--- config.mk ---
export PLATFORM = sky130hd
export DESIGN_NAME = tmr16_evt
export DESIGN_NICKNAME = d
export VERILOG_FILES = /design/src/rtl/tmr16_pkg.sv /design/src/rtl/tmr16_tick.sv /design/src/rtl/tmr16_core.sv /design/src/rtl/tmr16_evt.sv
export SDC_FILE = /design/constraint.sdc
export NUM_CORES = 1
export LEC_CHECK = 0
export ABC_AREA = 1
export BUFFER_PORTS_ARGS = -buffer_cell sky130_fd_sc_hd__buf_2
export CAP_MARGIN = 20
export CORE_ASPECT_RATIO = 0.5
export CORE_UTILIZATION = 60
export CTS_CLUSTER_DIAMETER = 50
export DETAILED_ROUTE_END_ITERATION = 8
export GPL_TIMING_DRIVEN = 0
export PLACE_DENSITY = 0.88
export SETUP_SLACK_MARGIN = 0.5
export SYNTH_ARGS = -nofsm -noshare
export SYNTH_HDL_FRONTEND = slang
export SYNTH_SLANG_ARGS = --single-unit
--- constraint.sdc ---
create_clock -name clk -period 3.3 [get_ports clk]
set_input_delay 0.165 -clock clk [delete_from_list [all_inputs] [get_ports clk]]
set_output_delay 0.165 -clock clk [all_outputs]
set_load 0.05 [all_outputs]
--- src/rtl/tmr16_pkg.sv ---
package tmr16_pkg;
    localparam logic [1:0] ADR_LO  = 2'd0;
    localparam logic [1:0] ADR_HI  = 2'd1;
    localparam logic [1:0] ADR_CTL = 2'd2;
    localparam logic [1:0] ADR_IRQ = 2'd3;

    typedef struct packed {
        logic       rw16;
        logic [1:0] ps;
        logic       nosync;
        logic       ext;
        logic       run;
    } ctrl_t;

    function automatic ctrl_t ctrl_from_byte(input logic [7:0] b);
        ctrl_t c;
        c.rw16   = b[7];
        c.ps     = b[4:3];
        c.nosync = b[2];
        c.ext    = b[1];
        c.run    = b[0];
        return c;
    endfunction

    function automatic logic [7:0] ctrl_to_byte(input ctrl_t c);
        return {c.rw16, 2'b00, c.ps, c.nosync, c.ext, c.run};
    endfunction
endpackage

--- src/rtl/tmr16_tick.sv ---
module tmr16_tick #(
    parameter int PS_W   = 2,
    parameter int SYNC_N = 2
) (
    input  logic            clk,
    input  logic            rst_n,
    input  logic            ext_in,
    input  logic            run,
    input  logic            ext_sel,
    input  logic            nosync,
    input  logic [PS_W-1:0] ps,
    input  logic            pre_clr,
    output logic            tick_o
);
    localparam int PC_W = (1 << PS_W) - 1;
    localparam int CH_W = SYNC_N + 1;

    typedef struct packed {
        logic [CH_W-1:0] ch;
        logic [PC_W-1:0] pc;
    } st_t;

    st_t s_q, s_d;
    logic fast_edge, sync_edge, src_ok, roll;
    logic [PC_W-1:0] mask;

    always_comb begin
        fast_edge = s_q.ch[0] & ~s_q.ch[1];
        sync_edge = s_q.ch[SYNC_N-1] & ~s_q.ch[SYNC_N];
        src_ok    = ext_sel ? (nosync ? fast_edge : sync_edge) : 1'b1;
        for (int i = 0; i < PC_W; i++) begin
            mask[i] = (i < int'(ps));
        end
        roll = run && src_ok && ((s_q.pc & mask) == mask);

        s_d.ch = {s_q.ch[CH_W-2:0], ext_in};
        if (pre_clr) begin
            s_d.pc = '0;
        end else if (run && src_ok) begin
            s_d.pc = roll ? '0 : s_q.pc + PC_W'(1);
        end else begin
            s_d.pc = s_q.pc;
        end
        tick_o = roll;
    end

    always_ff @(posedge clk) begin
        if (!rst_n) s_q <= '0;
        else        s_q <= s_d;
    end

    // a count write restarts the prescaler
    a_r9_pre_restart: assert property (@(posedge clk) disable iff (!rst_n)
        pre_clr |=> (s_q.pc == '0));
endmodule

--- src/rtl/tmr16_core.sv ---
module tmr16_core #(
    parameter int CNT_W = 16,
    localparam int HI_W = CNT_W - 8
) (
    input  logic             clk,
    input  logic             rst_n,
    input  logic             tick,
    input  logic             wr_lo,
    input  logic             wr_hi,
    input  logic             rw16,
    input  logic             rd_lo,
    input  logic             trig_en,
    input  logic             irq_wr,
    input  logic [1:0]       irq_wdata,
    input  logic [7:0]       wdata,
    output logic [CNT_W-1:0] cnt_o,
    output logic [HI_W-1:0]  buf_o,
    output logic             flag_o,
    output logic             ie_o
);
    localparam logic [CNT_W-1:0] CNT_MAX = '1;

    typedef struct packed {
        logic [CNT_W-1:0] cnt;
        logic [HI_W-1:0]  hbuf;
        logic             flag;
        logic             ie;
    } st_t;

    st_t s_q, s_d;
    logic cnt_wr, wrap;

    always_comb begin
        s_d    = s_q;
        cnt_wr = wr_lo || (wr_hi && !rw16);
        wrap   = 1'b0;

        if (wr_hi) begin
            if (rw16) s_d.hbuf = wdata[HI_W-1:0];
            else      s_d.cnt[CNT_W-1:8] = wdata[HI_W-1:0];
        end
        if (wr_lo) begin
            s_d.cnt[7:0] = wdata;
            if (rw16) s_d.cnt[CNT_W-1:8] = s_q.hbuf;
        end
        if (!cnt_wr) begin
            if (trig_en) begin
                s_d.cnt = '0;
            end else if (tick) begin
                s_d.cnt = s_q.cnt + CNT_W'(1);
                wrap    = (s_q.cnt == CNT_MAX);
            end
        end
        if (rd_lo && rw16) s_d.hbuf = s_q.cnt[CNT_W-1:8];

        if (irq_wr) begin
            s_d.flag = irq_wdata[0];
            s_d.ie   = irq_wdata[1];
        end
        if (wrap) s_d.flag = 1'b1;

        cnt_o  = s_q.cnt;
        buf_o  = s_q.hbuf;
        flag_o = s_q.flag;
        ie_o   = s_q.ie;
    end

    always_ff @(posedge clk) begin
        if (!rst_n) s_q <= '0;
        else        s_q <= s_d;
    end

    // wrap from top to zero, and the flag follows
    a_r1_wrap: assert property (@(posedge clk) disable iff (!rst_n)
        (tick && s_q.cnt == CNT_MAX && !wr_lo && !wr_hi && !trig_en)
        |=> (s_q.cnt == '0 && s_q.flag));
    // flag is sticky until software writes it
    a_r2_flag_sticky: assert property (@(posedge clk) disable iff (!rst_n)
        (s_q.flag && !irq_wr) |=> s_q.flag);
    // qualified trigger clears the count
    a_r4_trig_clear: assert property (@(posedge clk) disable iff (!rst_n)
        (trig_en && !wr_lo && !(wr_hi && !rw16)) |=> (s_q.cnt == '0));
    // trigger clear does not raise the flag
    a_r5_trig_no_flag: assert property (@(posedge clk) disable iff (!rst_n)
        (trig_en && !s_q.flag && !irq_wr) |=> !s_q.flag);
endmodule

--- src/rtl/tmr16_evt.sv ---
module tmr16_evt #(
    parameter int PS_W   = 2,
    parameter int SYNC_N = 2
) (
    input  logic       clk,
    input  logic       rst_n,
    input  logic       wr_en,
    input  logic       rd_en,
    input  logic [1:0] addr,
    input  logic [7:0] wdata,
    output logic [7:0] rdata,
    input  logic       ext_clk,
    input  logic       evt_trig,
    output logic       irq
);
    import tmr16_pkg::*;

    localparam int CNT_W = 16;

    ctrl_t ctrl_q, ctrl_d;
    logic wr_lo, wr_hi, wr_ctl, wr_irq, rd_lo, cnt_wr, trig_en, tick;
    logic [CNT_W-1:0] cnt;
    logic [7:0] hbuf;
    logic flag, ie;
    logic unused_bits;

    always_comb begin
        wr_lo   = wr_en && (addr == ADR_LO);
        wr_hi   = wr_en && (addr == ADR_HI);
        wr_ctl  = wr_en && (addr == ADR_CTL);
        wr_irq  = wr_en && (addr == ADR_IRQ);
        rd_lo   = rd_en && (addr == ADR_LO);
        cnt_wr  = wr_lo || (wr_hi && !ctrl_q.rw16);
        trig_en = evt_trig && !cnt_wr && !(ctrl_q.ext && ctrl_q.nosync);
        ctrl_d  = wr_ctl ? ctrl_from_byte(wdata) : ctrl_q;
        unused_bits = ^wdata[6:5];

        unique case (addr)
            ADR_LO:  rdata = cnt[7:0];
            ADR_HI:  rdata = ctrl_q.rw16 ? hbuf : cnt[15:8];
            ADR_CTL: rdata = ctrl_to_byte(ctrl_q);
            default: rdata = {6'b0, ie, flag};
        endcase
        irq = flag && ie;
    end

    always_ff @(posedge clk) begin
        if (!rst_n) ctrl_q <= '0;
        else        ctrl_q <= ctrl_d;
    end

    tmr16_tick #(.PS_W(PS_W), .SYNC_N(SYNC_N)) u_tick (
        .clk     (clk),
        .rst_n   (rst_n),
        .ext_in  (ext_clk),
        .run     (ctrl_q.run),
        .ext_sel (ctrl_q.ext),
        .nosync  (ctrl_q.nosync),
        .ps      (PS_W'(ctrl_q.ps)),
        .pre_clr (cnt_wr),
        .tick_o  (tick)
    );

    tmr16_core #(.CNT_W(CNT_W)) u_core (
        .clk       (clk),
        .rst_n     (rst_n),
        .tick      (tick),
        .wr_lo     (wr_lo),
        .wr_hi     (wr_hi),
        .rw16      (ctrl_q.rw16),
        .rd_lo     (rd_lo),
        .trig_en   (trig_en),
        .irq_wr    (wr_irq),
        .irq_wdata (wdata[1:0]),
        .wdata     (wdata),
        .cnt_o     (cnt),
        .buf_o     (hbuf),
        .flag_o    (flag),
        .ie_o      (ie)
    );

    // a low-byte write beats a coincident trigger
    a_r6_write_wins: assert property (@(posedge clk) disable iff (!rst_n)
        (wr_lo && !ctrl_q.rw16 && evt_trig) |=> (cnt[7:0] == $past(wdata)));
    // unsynchronized external mode ignores the trigger
    a_r7_unsync_ignore: assert property (@(posedge clk) disable iff (!rst_n)
        (ctrl_q.ext && ctrl_q.nosync && !ctrl_q.run && evt_trig && !wr_lo && !wr_hi)
        |=> $stable(cnt));
    // stopped timer holds its count
    a_r12_off_hold: assert property (@(posedge clk) disable iff (!rst_n)
        (!ctrl_q.run && !wr_lo && !wr_hi && !evt_trig) |=> $stable(cnt));
    // irq only with enable
    a_r3_irq_gate: assert property (@(posedge clk) disable iff (!rst_n)
        (!ie) |-> !irq);
endmodule

== Word level (Yosys, flattened, before mapping) ==
Cells that the tools add are included.

* Flip-flop bits (word level): 38
* Input bits: 16
* Output and inout bits: 9

* Add/subtract/negate cells: 2
* Magnitude comparators: 3
* Equal/unequal tests: 5
* Multiplexer cells: 20
* Bitwise operators: 6
* Reductions and logical operators: 23

{| class="wikitable"
|+ Operator list
! operator !! number
|-
| 16-bit two-way mux || 4
|-
| 8-bit two-way mux || 7
|-
| 8-bit case mux with 3 select lines || 1
|-
| 16-bit by 1-bit adder with 16-bit output (second input constant) || 1
|-
| 16-bit == test (second input constant) || 1
|-
| 1-bit logical AND || 13
|-
| 1-bit two-way mux || 6
|-
| 2-bit nonzero test || 3
|-
| 2-bit == test (second input constant) || 2
|-
| 1-bit by 2-bit less-than comparator with 1-bit output (first input constant) || 2
|-
| 3-bit by 1-bit adder with 3-bit output (second input constant) || 1
|-
| 3-bit AND || 1
|-
| 3-bit == test || 1
|-
| 1-bit zero test || 3
|-
| 3-bit two-way mux || 1
|-
| 1-bit inverter || 3
|-
| 1-bit AND || 2
|-
| 2-bit by 1-bit == test with 1-bit output (second input constant) || 1
|-
| 2-bit zero test || 1
|-
| 2-bit less-than comparator (first input constant) || 1
|-
| 2-bit two-way mux || 1
|-
| 2-bit AND reduction || 1
|-
| 2-bit OR reduction || 1
|-
| 1-bit logical OR || 1
|}

== Logic depth before layout (Yosys ltp) ==
* Depth in word-level cells: 10
* Depth in mapped cells: 11
* Mapped depth without buffers: 11

== Modules after synthesis ==
From an unflattened synthesis, not the netlist that was laid out.

* Cells, all modules: 444
* Area total of the unflattened synthesis: 2,681.3 µm²

{| class="wikitable"
|+ By module, submodules not included
! module !! times used !! cells each !! area an instance (µm²) !! seq. area each (µm²)
|-
| tmr16_core || 1 || 278 || 1,741.7 || 520.5
|-
| tmr16_evt || 1 || 121 || 608.1 || 120.1
|-
| tmr16_tick || 1 || 45 || 331.6 || 120.1
|}

== Least setup slack after synthesis ==
No wires, ideal clock.

* Path type: register -> output
* Start point: register ctrl_q[5] (netlist bit)
* End point: output rdata[2]
* Arrival time: 1.775 ns
* Data required time: 3.135 ns
* Path slack: 1.360 ns
* Stages on the path, launching flop included: 6
* Path through: dfxtp_1 -> buf_4 -> inv_2 -> clkbuf_1 -> o21ai_0 -> o221ai_1

* Cells in the longest elaborated chain, start to end: 2

{| class="wikitable"
|+ RTL lines
! element !! line !! text
|-
| start, declared || tmr16_evt.sv:20 || <nowiki>ctrl_t ctrl_q, ctrl_d;</nowiki>
|-
| start signal, assigned || tmr16_evt.sv:49 || <nowiki>else ctrl_q <= ctrl_d;</nowiki>
|-
| 8-bit two-way mux || tmr16_evt.sv:40 || <nowiki>ADR_HI: rdata = ctrl_q.rw16 ? hbuf : cnt[15:8];</nowiki>
|-
| 8-bit case mux with 3 select lines || tmr16_evt.sv:38 || <nowiki>unique case (addr)</nowiki>
|-
| end, declared || tmr16_evt.sv:11 || <nowiki>output logic [7:0] rdata,</nowiki>
|}

Every way passes these cells.

== Worst setup path in the final report ==
* Start point: register ctrl_q[5] (netlist bit)
* End point: output rdata[1]

Same word-level chain as after synthesis.

==> results.json <==
{
  "status": "finished clean",
  "cp_slowest_cell": "clkbuf_1",
  "hold_viol_final": 0,
  "cts-buffers-inserted": 5,
  "cts.sinks": 38,
  "die_h_um": 47.88,
  "dr.pass1.iters": 4,
  "grt_max_degree": 12,
  "synth-edff-count": 0,
  "core_area_mm2": 0.003964,
  "synth_area_per_cell_um2": 6.412,
  "p_leak_nw": 1.205,
  "tightestPinTransition_ns": 0.5049,
  "worst_hold_slack_ns": 0.04887,
  "synth_seq_cells": 38,
  "drtIter0Drc": 275,
  "synthCells": 394,
  "drt_wl_total_mm": 7.933,
  "period_needed_ns": 2.235,
  "io_pins": 25,
  "cp_data_required_time_ns": 3.13,
  "ff2ff_setup_slack_ns": 1.38,
  "synth.distinct_cells": 40,
  "timing.rr.start": "u_core.cnt_o[1]$_SDFF_PN0_",
  "first_global_vias": 2337,
  "htreeDepth": 2,
  "worstSetupPathType": "flop to output port",
  "synth_nets": 412,
  "cap_violations": 0,
  "fp.dieW_um": 93.77,
  "critPathLaunchType": "flop",
  "dp_cells": 471,
  "drive_above_1_share": 0.1576,
  "final_max_slew_viol_count": 0,
  "worstPathArrival_ns": 2.07,
  "synth.area.top_cells": "dfxtp_1 30%, nand2_1 15%, inv_1 7.0%, o21ai_0 6.3%, a21oi_1 5.9%",
  "design.final.nets": 442,
  "track_usage": 0.3695,
  "cts_max_path_buffers": 2,
  "clk_latency_ns": 0.30,
  "irDropWorstVdd_v": 0.0002674,
  "antenna_left": 0,
  "cts_resized": 0,
  "async_reset_ff_frac": 0,
  "r2r_cells": 9,
  "n_fill_cell": 361,
  "synth_ff_type": "dfxtp_1",
  "drc_errors": 0,
  "area_growth_syn_to_layout_pct": 10.85,
  "grt_pass1_wl_mm": 11.84,
  "grt_overflow_total": 0,
  "post-cts-setup-buffers": 0,
  "clk_pin_slew_ns": 0.08,
  "tns_ns": 0,
  "rsz0062_at_grt": "false",
  "cts_tree": "done",
  "fin_skew_ns": 0.009251,
  "hold_class": "primary input to flop",
  "hold_path_depth": 3,
  "yosysWarnings": 0,
  "rows": 16,
  "viasPerCell": 5.883,
  "gp_congestion": 0.9802,
  "antenna_found_initial": 0,
  "finalSetupViolations": 0,
  "worstSetupEndpointType": "output port",
  "relSlewSlack": 0.6634,
  "hold_buffers": 0,
  "hold_end": "u_tick.s_d[4]$_SDFF_PN0_",
  "post_drt_wl_per_cell_um": 16.56,
  "syn_area_mm2": 0.002526,
  "p_per_area_mw_per_mm2": 363.1,
  "slowest_delay_ns": 0.42,
  "num_vias": 2818,
  "timing.fmax_mhz": 447.4,
  "antennaDiodeCount": 0,
  "port_buffers": 23,
  "post-place-ws_ns": 1.447,
  "cts_root_buf": "clkbuf_8",
  "fin_cells": 479,
  "initial_utilization": 0.6373,
  "synth_seq_area_share": 0.3011,
  "fin_ws_ns": 1.065,
  "hpwl_mm": 5.946,
  "timing.final.crit_share": 0.6774,
  "synth_top_cell_area_share": 0.3011,
  "die-area_mm2": 0.004489,
  "timing.rr.end": "u_core.flag_o$_SDFFE_PN0P_",
  "cp_max_fo": 10,
  "path_cells": "buf_4, inv_2, clkbuf_1, a21oi_1, a221oi_1, nand2_1, buf_2",
  "min_from": "ext_clk",
  "utilization": 0.7064,
  "synth_largest_area_cell": "dfxtp_1"
}
==> placed cells by master, fill, tap and decap left out, types with 2 or more instances in the layout <==
cell type / Yosys / layout
inv_1: 47 / 47
clkbuf_8: 0 / 6
nand2_4: 2 / 2
o21ai_0: 32 / 32
nor3b_1: 2 / 2
o221ai_1: 4 / 4
nor2_4: 2 / 2
buf_6: 2 / 2
nor2_1: 36 / 36
nand3_1: 24 / 24
dfxtp_1: 38 / 38
nand2_2: 2 / 2
xor2_1: 4 / 4
nor2_2: 2 / 2
nand2_1: 99 / 99
nor3_1: 6 / 6
o21ai_2: 5 / 5
o211ai_1: 8 / 8
nand4_1: 3 / 3
inv_2: 6 / 6
a21oi_1: 30 / 30
clkbuf_1: 6 / 7
nand3_2: 2 / 2
ha_1: 2 / 2
o22ai_1: 2 / 2
o21ai_1: 9 / 9
buf_2: 2 / 25
a21oi_2: 4 / 4
==> sequential cells by signal, summed over array words and instances, names as in the netlist <==
name / cells
ctrl_q: 6
u_tick.s_q: 4
u_tick.s_d: 2
u_core.cnt_o: 16
u_core.flag_o: 1
u_core.ie_o: 1
u_core.buf_o: 8
==> stage by stage <==
stage                     total power [mW]  instance area, um2
after floorplan                     0.6224                2526
final                                1.017                2800
after detailed placement            0.6789                2709
after global placement              0.6736                2709
after global routing                 1.059                2800
after CTS                            1.012                2800
==> layout make-up <==
| class | instances | area, um2 | area share |
|---|---|---|---|
| Clock inverter | 1 | 5.005 | 0.001787 |
| Multi-Input combinational cell | 290 | 1491 | 0.5326 |
| Clock buffer | 7 | 86.33 | 0.03083 |
| Timing Repair Buffer | 23 | 115.1 | 0.04111 |
| Sequential cell | 38 | 760.7 | 0.2717 |
| Tap cell | 54 | 67.56 | 0.02413 |
| Inverter | 55 | 211.5 | 0.07551 |
| Buffer | 11 | 62.56 | 0.02234 |
==> per-layer routing <==
metal / GRT usage / part of all wire / vias to the layer above
li1: - / - / 1351
met1: 0.5075 / 0.43 / 1281
met2: 0.5401 / 0.42 / 160
met3: 0.1238 / 0.13 / 24
met4: 0.1200 / 0.018 / 2
met5: 0.08333 / 0.0063 / -
==> worst max path at each step <==
stage | slack [ns] | endpoint | from
5_1_grt | 0.88 | rdata[1] | ctrl_q[5]$_SDFFE_PN0P_
3_3_place_gp | 1.46 | rdata[1] | ctrl_q[5]$_SDFFE_PN0P_
2_1_floorplan | 1.36 | rdata[2] | ctrl_q[5]$_SDFFE_PN0P_
3_5_place_dp | 1.45 | rdata[1] | ctrl_q[5]$_SDFFE_PN0P_
6_report | 1.06 | rdata[1] | ctrl_q[5]$_SDFFE_PN0P_
4_1_cts | 1.12 | rdata[1] | ctrl_q[5]$_SDFFE_PN0P_
==> synthesized netlist by cell type (all sizes together) (2+ instances only) <==
cell    instances
nand3          27
clkbuf          6
o22ai           2
o21ai          46
nor2           41
inv            53
nor3b           2
buf             5
dfxtp          38
nand2         103
o211ai          8
or2             2
a21oi          34
xor2            4
clkinv          2
o221ai          4
nand4           3
nor3            7
ha              2
==> power by group <==
part	leakage, nW	switching [mW]	internal [mW]
registers	0.309	0.0165	0.474
clock network	0.0482	0.172	0.169
logic	0.849	0.131	0.0543
==> cell families after synthesis <==
group,after synthesis,share of synthesized area
compound gates,97,0.2258
mux,1,0.004457
fa+ha+maj,2,0.009904
xor+xnor,5,0.01733
flops,38,0.3011
buf+inv,66,0.1085
simple gates,185,0.3328
==> critical path: cells and delay by family, from the launching register on <==
family | cells | cell delay, ns
flops | 1 | 0.30
buf+inv | 4 | 0.98
simple gates | 1 | 0.09
compound gates | 2 | 0.39
(Power assumes the default switching activity.)
